### src/rtl/steer_pkg.sv
package steer_pkg;
    localparam int NUM_OUT = 2;
    localparam int SEL_W   = 1;

    typedef struct packed {
        logic on;
        logic sel;
    } route_st_t;
endpackage

### src/rtl/steer_route_ctl.sv
module steer_route_ctl
    import steer_pkg::*;
#(
    parameter int DW = 2
) (
    input  logic          clk,
    input  logic          rst_n,
    input  logic          acc,
    input  logic          sym_eop,
    input  logic [DW-1:0] sym_dat,
    output logic          route_on,
    output logic          route_sel
);
    route_st_t st_d, st_q;

    always_comb begin
        st_d = st_q;
        if (acc) begin
            if (!st_q.on) begin
                // a stray end marker with no route is simply dropped
                if (!sym_eop) begin
                    st_d.on  = 1'b1;
                    st_d.sel = (sym_dat != '0);
                end
            end else if (sym_eop) begin
                st_d.on = 1'b0;
            end
        end
    end

    always_ff @(posedge clk) begin
        if (!rst_n) st_q <= '0;
        else        st_q <= st_d;
    end

    assign route_on  = st_q.on;
    assign route_sel = st_q.sel;

    // accepted end marker under a route releases it
    a_r5_teardown: assert property (@(posedge clk) disable iff (!rst_n)
        (acc && route_on && sym_eop) |=> !route_on);

    // selector symbol arms the route toward the encoded output
    a_r3_route_setup: assert property (@(posedge clk) disable iff (!rst_n)
        (acc && !route_on && !sym_eop) |=> (route_on && (route_sel == $past(sym_dat != '0))));

    // end marker while idle leaves no route
    a_r9_stray_eop: assert property (@(posedge clk) disable iff (!rst_n)
        (acc && !route_on && sym_eop) |=> !route_on);
endmodule

### src/rtl/steer_out_reg.sv
module steer_out_reg #(
    parameter int DW = 2
) (
    input  logic          clk,
    input  logic          rst_n,
    input  logic          load,
    input  logic          ld_eop,
    input  logic [DW-1:0] ld_dat,
    input  logic          ack,
    output logic          room,
    output logic          vld,
    output logic          eop,
    output logic [DW-1:0] dat
);
    typedef struct packed {
        logic          vld;
        logic          eop;
        logic [DW-1:0] dat;
    } slot_t;

    slot_t s_d, s_q;

    always_comb begin
        s_d = s_q;
        if (load) begin
            s_d.vld = 1'b1;
            s_d.eop = ld_eop;
            s_d.dat = ld_dat;
        end else if (ack) begin
            s_d.vld = 1'b0;
        end
    end

    always_ff @(posedge clk) begin
        if (!rst_n) s_q <= '0;
        else        s_q <= s_d;
    end

    assign room = !s_q.vld || ack;
    assign vld  = s_q.vld;
    assign eop  = s_q.eop;
    assign dat  = s_q.dat;

    // unacknowledged content is held
    a_r7_hold_stable: assert property (@(posedge clk) disable iff (!rst_n)
        (vld && !ack) |=> (vld && $stable(eop) && $stable(dat)));

    // never overwrite a symbol still waiting
    a_r7_no_overwrite: assert property (@(posedge clk) disable iff (!rst_n)
        load |-> (!vld || ack));
endmodule

### src/rtl/pkt_steer2.sv
module pkt_steer2
    import steer_pkg::*;
#(
    parameter int DW = 2
) (
    input  logic                         clk,
    input  logic                         rst_n,
    input  logic                         in_vld,
    output logic                         in_ack,
    input  logic                         in_eop,
    input  logic [DW-1:0]                in_dat,
    output logic [NUM_OUT-1:0]           out_vld,
    input  logic [NUM_OUT-1:0]           out_ack,
    output logic [NUM_OUT-1:0]           out_eop,
    output logic [NUM_OUT-1:0][DW-1:0]   out_dat
);
    logic               route_on;
    logic               route_sel;
    logic               acc;
    logic               fwd;
    logic [NUM_OUT-1:0] room;
    logic [NUM_OUT-1:0] load;

    steer_route_ctl #(.DW(DW)) u_route (
        .clk       (clk),
        .rst_n     (rst_n),
        .acc       (acc),
        .sym_eop   (in_eop),
        .sym_dat   (in_dat),
        .route_on  (route_on),
        .route_sel (route_sel)
    );

    // selector symbols are always taken; others wait for space downstream
    assign in_ack = route_on ? room[route_sel] : 1'b1;
    assign acc    = in_vld && in_ack;
    assign fwd    = acc && route_on;

    for (genvar g = 0; g < NUM_OUT; g++) begin : g_out
        assign load[g] = fwd && (route_sel == SEL_W'(g));

        steer_out_reg #(.DW(DW)) u_slot (
            .clk    (clk),
            .rst_n  (rst_n),
            .load   (load[g]),
            .ld_eop (in_eop),
            .ld_dat (in_dat),
            .ack    (out_ack[g]),
            .room   (room[g]),
            .vld    (out_vld[g]),
            .eop    (out_eop[g]),
            .dat    (out_dat[g])
        );
    end

    // a symbol lands in one output at most
    a_r4_single_target: assert property (@(posedge clk) disable iff (!rst_n)
        $onehot0(load));

    // consuming a selector never raises an idle output
    a_r2_selector_dropped: assert property (@(posedge clk) disable iff (!rst_n)
        (acc && !route_on && out_vld == '0) |=> (out_vld == '0));
endmodule

### config.mk
export PLATFORM = sky130hd
export DESIGN_NAME = pkt_steer2
export DESIGN_NICKNAME = d
export VERILOG_FILES = /design/src/rtl/steer_pkg.sv /design/src/rtl/steer_route_ctl.sv /design/src/rtl/steer_out_reg.sv /design/src/rtl/pkt_steer2.sv
export SDC_FILE = /design/constraint.sdc
export NUM_CORES = 1
export LEC_CHECK = 0
export ABC_AREA = 1
export CAP_MARGIN = 10
export CORE_AREA = 2 2 39 41
export DETAILED_ROUTE_END_ITERATION = 10
export DIE_AREA = 0 0 41 43
export PLACE_DENSITY = 0.74
export SYNTH_ARGS = -nofsm -noshare
export SYNTH_HDL_FRONTEND = slang
export SYNTH_SLANG_ARGS = --single-unit
export TNS_END_PERCENT = 30
### constraint.sdc
create_clock -name clk -period 1.9 [get_ports clk]
set_input_delay 0.38 -clock clk [delete_from_list [all_inputs] [get_ports clk]]
set_output_delay 0.38 -clock clk [all_outputs]
set_load 0.01 [all_outputs]
After elaboration in Yosys (flattened, before gate mapping)

Cells that the tools add are included.

Input port bits: 8
Bits in registers: 10

Muxes and demuxes: 10
Bitwise logic cells: 3
$lt $le $gt $ge: 1
Reduce and logical (&&, ||, !) cells: 12

Operators by type and width:

| cell                                                       | number |
|---|---|
| 2-to-1 mux 1 bit                                           | 9 |
| nonzero test 2 bit                                         | 3 |
| logical AND 1 bit                                          | 4 |
| NOT 1 bit                                                  | 3 |
| AND reduction 3 bit                                        | 1 |
| logical NOT 1 bit                                          | 2 |
| logical OR 1 bit                                           | 2 |
| less-than comparator 1 x 2 -> 1 bit, second input constant | 1 |
| 2-to-1 mux 2 bit                                           | 1 |

Depth between registers and ports, before layout

Depth after elaboration: 9
Depth in mapped cells: 8
Gate-level depth less buffers: 8

Cells and area by module

Synthesis repeated with hierarchy kept, for this count alone.

Cell total of the unflattened synthesis: 57
Area, all modules: 419.2 um^2

By module, submodules not included:

| module          | cells each | area an instance (um^2) | instances | seq. area each (um^2) |
|---|---|---|---|---|
| steer_out_reg   | 18         | 141.4                   | 2         | 80.1 |
| steer_route_ctl | 12         | 90.1                    | 1         | 40.0 |
| pkt_steer2      | 9          | 46.3                    | 1         | 0.0 |

Worst setup path after synthesis

Ideal clock, no wire load.

Kind: input port to output port
Start point: input port out_ack[1]
End point: output port in_ack
Slack: 0.838 ns
Required time: 1.520 ns
Path buffers: 0
Arrival: 0.682 ns
Stages on the path: 4
Path through: inv_1 -> nand2_2 -> nand2_1 -> nand3_2

Longest elaborated chain between the ends: 4

RTL lines:

| what                                                 | line                | source |
|---|---|---|
| from (decl)                                          | pkt_steer2.sv:13    | `input logic [NUM_OUT-1:0] out_ack,` |
| logical OR 1 bit                                     | steer_out_reg.sv:39 | `assign room = !s_q.vld \|\| ack;` |
| 2-to-1 mux 1 bit (not written as such) (2 in series) | pkt_steer2.sv:35    | `assign in_ack = route_on ? room[route_sel] : 1'b1;` |
| 2-to-1 mux 1 bit                                     | pkt_steer2.sv:35    |  |
| to (decl)                                            | pkt_steer2.sv:9     | `output logic in_ack,` |

No other way between the ends. The select of a mux whose other input is x is not followed.

Worst setup path in the final report

Start point: input port out_ack[0]
End point: output port in_ack

Same word-level chain as after synthesis.

==> impl_metrics.prom <==
# TYPE chip_impl_metric gauge
chip_impl_info{name="outcome",value="finished, final reports clean"} 1
chip_impl_metric{name="detailroute.via_count",unit=""} 420
chip_impl_metric{name="drt_first_pass_iters",unit=""} 4
chip_impl_metric{name="die_x",unit="um"} 41
chip_impl_metric{name="final.setup_skew",unit="ns"} 0.000752
chip_impl_metric{name="synth_top_area_frac",unit=""} 0.432
chip_impl_metric{name="dp_hpwl",unit="um"} 689
chip_impl_metric{name="post_route_cells_drive_above_1_share",unit=""} 0.177
chip_impl_metric{name="finalWeightedCongestion",unit=""} 0.676
chip_impl_metric{name="design.core.area",unit="sq um"} 1380
chip_impl_metric{name="async_flop_share",unit=""} 0
chip_impl_metric{name="placement.setup.worst_slack",unit="ns"} -0.111
chip_impl_metric{name="design_area",unit="sq um"} 671
chip_impl_metric{name="die_area",unit="sq um"} 1760
chip_impl_metric{name="area_delta_synth_final",unit="%"} 44.9
chip_impl_metric{name="max_ir_drop_vdd",unit="V"} 0.000443
chip_impl_metric{name="worst_ep_required_time",unit="ns"} 1.52
chip_impl_metric{name="n_diodes",unit=""} 0
chip_impl_metric{name="clock_latency",unit="ns"} 0.26
chip_impl_metric{name="grt_max_degree",unit=""} 8
chip_impl_metric{name="post_synth_instance_area",unit="sq um"} 463
chip_impl_metric{name="total_cell_area_at_the_placement_stage",unit="sq um"} 636
chip_impl_metric{name="top_level_ports",unit=""} 17
chip_impl_metric{name="critical_path_peak_fanout",unit=""} 2
chip_impl_metric{name="hold_violations",unit=""} 0
chip_impl_metric{name="synth-seq-area-share",unit=""} 0.432
chip_impl_metric{name="ctsLongestPathBuffers",unit=""} 2
chip_impl_metric{name="power.density",unit="nW/um^2"} 704
chip_impl_metric{name="drt-initial-drc-count",unit=""} 6
chip_impl_metric{name="detail_route.vias_per_cell",unit=""} 4.42
chip_impl_metric{name="nNetsFinal",unit=""} 88
chip_impl_metric{name="postLayoutSetupSlackWorst",unit="ns"} 0.159
chip_impl_info{name="yosysTopAreaCell",value="sky130_fd_sc_hd__dfxtp_1"} 1
chip_impl_metric{name="period_share",unit=""} 0.916
chip_impl_info{name="critPathKind",value="primary input to output pin"} 1
chip_impl_metric{name="filler_cell_count",unit=""} 150
chip_impl_metric{name="yosys.cell_types.count",unit=""} 16
chip_impl_metric{name="grt_pass1_wl",unit="um"} 1300
chip_impl_metric{name="leakage",unit="uW"} 0.000287
chip_impl_metric{name="routedWlPerCell",unit="um"} 9.03
chip_impl_metric{name="ys.warnings.count",unit=""} 0
chip_impl_metric{name="timing.fmax",unit="MHz"} 574
chip_impl_metric{name="clk_transition_reported_paths",unit="ns"} 0.06
chip_impl_info{name="min_path_type",value="flop to flop"} 1
chip_impl_metric{name="floorplan.die.height",unit="um"} 43
chip_impl_metric{name="critical_path_arrival",unit="ns"} 1.36
chip_impl_metric{name="vias_in_the_first_global_route",unit=""} 358
chip_impl_info{name="postSynth.topFlopCell",value="sky130_fd_sc_hd__dfxtp_1"} 1
chip_impl_metric{name="grt_antenna_before_repair",unit=""} 0
chip_impl_info{name="cts_tree",value="done"} 1
chip_impl_metric{name="register_bit_total_from_synthesis",unit=""} 10
chip_impl_metric{name="detail_route.drc_violations",unit=""} 0
chip_impl_info{name="post_synth_main_area_contributors",value="sky130_fd_sc_hd__dfxtp_1, sky130_fd_sc_hd__nand2_1, sky130_fd_sc_hd__inv_1, sky130_fd_sc_hd__a21oi_1, sky130_fd_sc_hd__buf_4"} 1
chip_impl_metric{name="ctsHoldBuffers",unit=""} 0
chip_impl_metric{name="setup_viol_count_final",unit=""} 0
chip_impl_metric{name="gr-total-overflow",unit=""} 0
chip_impl_metric{name="floorplan.initialDensity",unit=""} 0.335
chip_impl_metric{name="synth_fp_nets",unit=""} 68
chip_impl_metric{name="cts-htree-levels",unit=""} 1
chip_impl_info{name="post_synth_most_frequent_cells",value="sky130_fd_sc_hd__dfxtp_1, sky130_fd_sc_hd__nand2_1, sky130_fd_sc_hd__inv_1"} 1
chip_impl_info{name="cts.root.buffer_cell",value="sky130_fd_sc_hd__clkbuf_4"} 1
chip_impl_metric{name="synth.avg_cell_area",unit="sq um"} 7.72
chip_impl_metric{name="syn_inst",unit=""} 60
chip_impl_metric{name="max-slew-margin-rel",unit=""} 0.824
chip_impl_metric{name="antenna_viol_nets_final",unit=""} 0
chip_impl_info{name="worstSetupStartpointType",value="primary input"} 1
chip_impl_metric{name="tightestPinTransition",unit="ns"} 0.264
chip_impl_metric{name="r2r_slack",unit="ns"} 0.83
chip_impl_metric{name="cts-buffers-inserted",unit=""} 3
chip_impl_metric{name="rows",unit=""} 14
chip_impl_metric{name="finalMaxSlewViolations",unit=""} 0
chip_impl_info{name="rsz0062_at_grt",value="no"} 1
chip_impl_info{name="worstSetupEndpointType",value="output pin"} 1
chip_impl_metric{name="tritoncts_num_sinks",unit=""} 10
chip_impl_metric{name="max_cap_violations",unit=""} 0
chip_impl_metric{name="grt_util_all_layers",unit=""} 0.110
chip_impl_metric{name="wirelength",unit="um"} 858
chip_impl_metric{name="timing.final.crit_period",unit="ns"} 1.74
chip_impl_metric{name="number_of_flops_mapped_to_enable_cells_by_yosys",unit=""} 0
chip_impl_metric{name="port-buffer-count",unit=""} 16
## per-stage QoR
step	hold slack, ns	setup TNS (ns)	std cells	utilization	power (uW)
2_1_floorplan	0.456	0	60	-	257
3_3_place_gp	0.444	-0.0897	91	0.459	289
3_5_place_dp	0.442	-0.111	91	0.459	290
4_1_cts	0.451	0	95	0.485	481
5_1_grt	0.470	0	95	0.485	495
6_report	0.448	0	95	0.485	472
## final timing paths
path	from	endpoint	cells past startpoint
worst max-delay path	out_ack[0]	in_ack	6
worst min-delay path	g_out[1].u_slot.dat[0]$_SDFFE_PN0P_	g_out[1].u_slot.dat[0]$_SDFFE_PN0P_	2
worst max register to register	u_route.route_sel$_SDFFE_PN0P_	g_out[0].u_slot.dat[1]$_SDFFE_PN0P_	7
worst min register to register	g_out[1].u_slot.dat[0]$_SDFFE_PN0P_	g_out[1].u_slot.dat[0]$_SDFFE_PN0P_	2
## metal layers
layer	vias up	GRT usage	wire length (um)	share of wire
li1	223	-	-	-
met1	184	0.125	375	0.44
met2	11	0.175	414	0.48
met3	2	0.0314	53	0.062
met4	0	0.0600	15	0.017
met5	-	0	0	0
## flip-flops by register name, summed over array words and instances, names as in the netlist
name	count
g_out.u_slot.vld	2
g_out.u_slot.dat	4
u_route.route_on	1
g_out.u_slot.eop	2
u_route.route_sel	1
## power breakdown
| group | leakage, uW | internal (uW) | switching (uW) |
|---|---|---|---|
| logic | 0.000185 | 33.0 | 28.7 |
| registers | 0.0000812 | 217 | 6.05 |
| clock network | 0.0000210 | 116 | 71.7 |
## cell type report
class,instances,area (sq um),area share
timing repair buffer,19,181,0.271
clock buffer,4,36.3,0.0541
inverter,10,37.5,0.0560
tap,16,20.0,0.0299
multi-input combinational,36,195,0.291
sequential,10,200,0.299
## critical path, stage by stage
cell and delay, ns:
sky130_fd_sc_hd__clkdlybuf4s50_1 0.45, sky130_fd_sc_hd__inv_1 0.03, sky130_fd_sc_hd__nand2_1 0.08, sky130_fd_sc_hd__nand2_2 0.07, sky130_fd_sc_hd__nand3_2 0.08, sky130_fd_sc_hd__dlygate4sd2_1 0.26
## what timing repair did
item | CTS | global route
buffers inserted | 0 | 0
gates resized for setup | 1 | 0
endpoints found under the setup margin | 1 | 0
## placed cells by master, fill, tap and decap left out
master and instances:
sky130_fd_sc_hd__a211oi_1 1, sky130_fd_sc_hd__a21oi_1 6, sky130_fd_sc_hd__buf_4 3, sky130_fd_sc_hd__clkbuf_4 3, sky130_fd_sc_hd__clkbuf_8 1, sky130_fd_sc_hd__clkdlybuf4s50_1 15
sky130_fd_sc_hd__dfxtp_1 10, sky130_fd_sc_hd__dlygate4sd2_1 1, sky130_fd_sc_hd__inv_1 9, sky130_fd_sc_hd__inv_2 1, sky130_fd_sc_hd__nand2_1 10, sky130_fd_sc_hd__nand2_2 3
sky130_fd_sc_hd__nand3_1 1, sky130_fd_sc_hd__nand3_2 1, sky130_fd_sc_hd__nand3b_1 1, sky130_fd_sc_hd__nand4_2 1, sky130_fd_sc_hd__nand4_4 1, sky130_fd_sc_hd__nor2_1 8
sky130_fd_sc_hd__nor3_1 1, sky130_fd_sc_hd__o21ai_1 2
## logic make-up (layout without fill, tap and decap cells)
family	Yosys count	count (layout)	synth area share
simple gates	27	27	0.319
compound gates	9	9	0.103
flops	10	10	0.432
buf+inv	14	33	0.146
(Power assumes the default switching activity.)
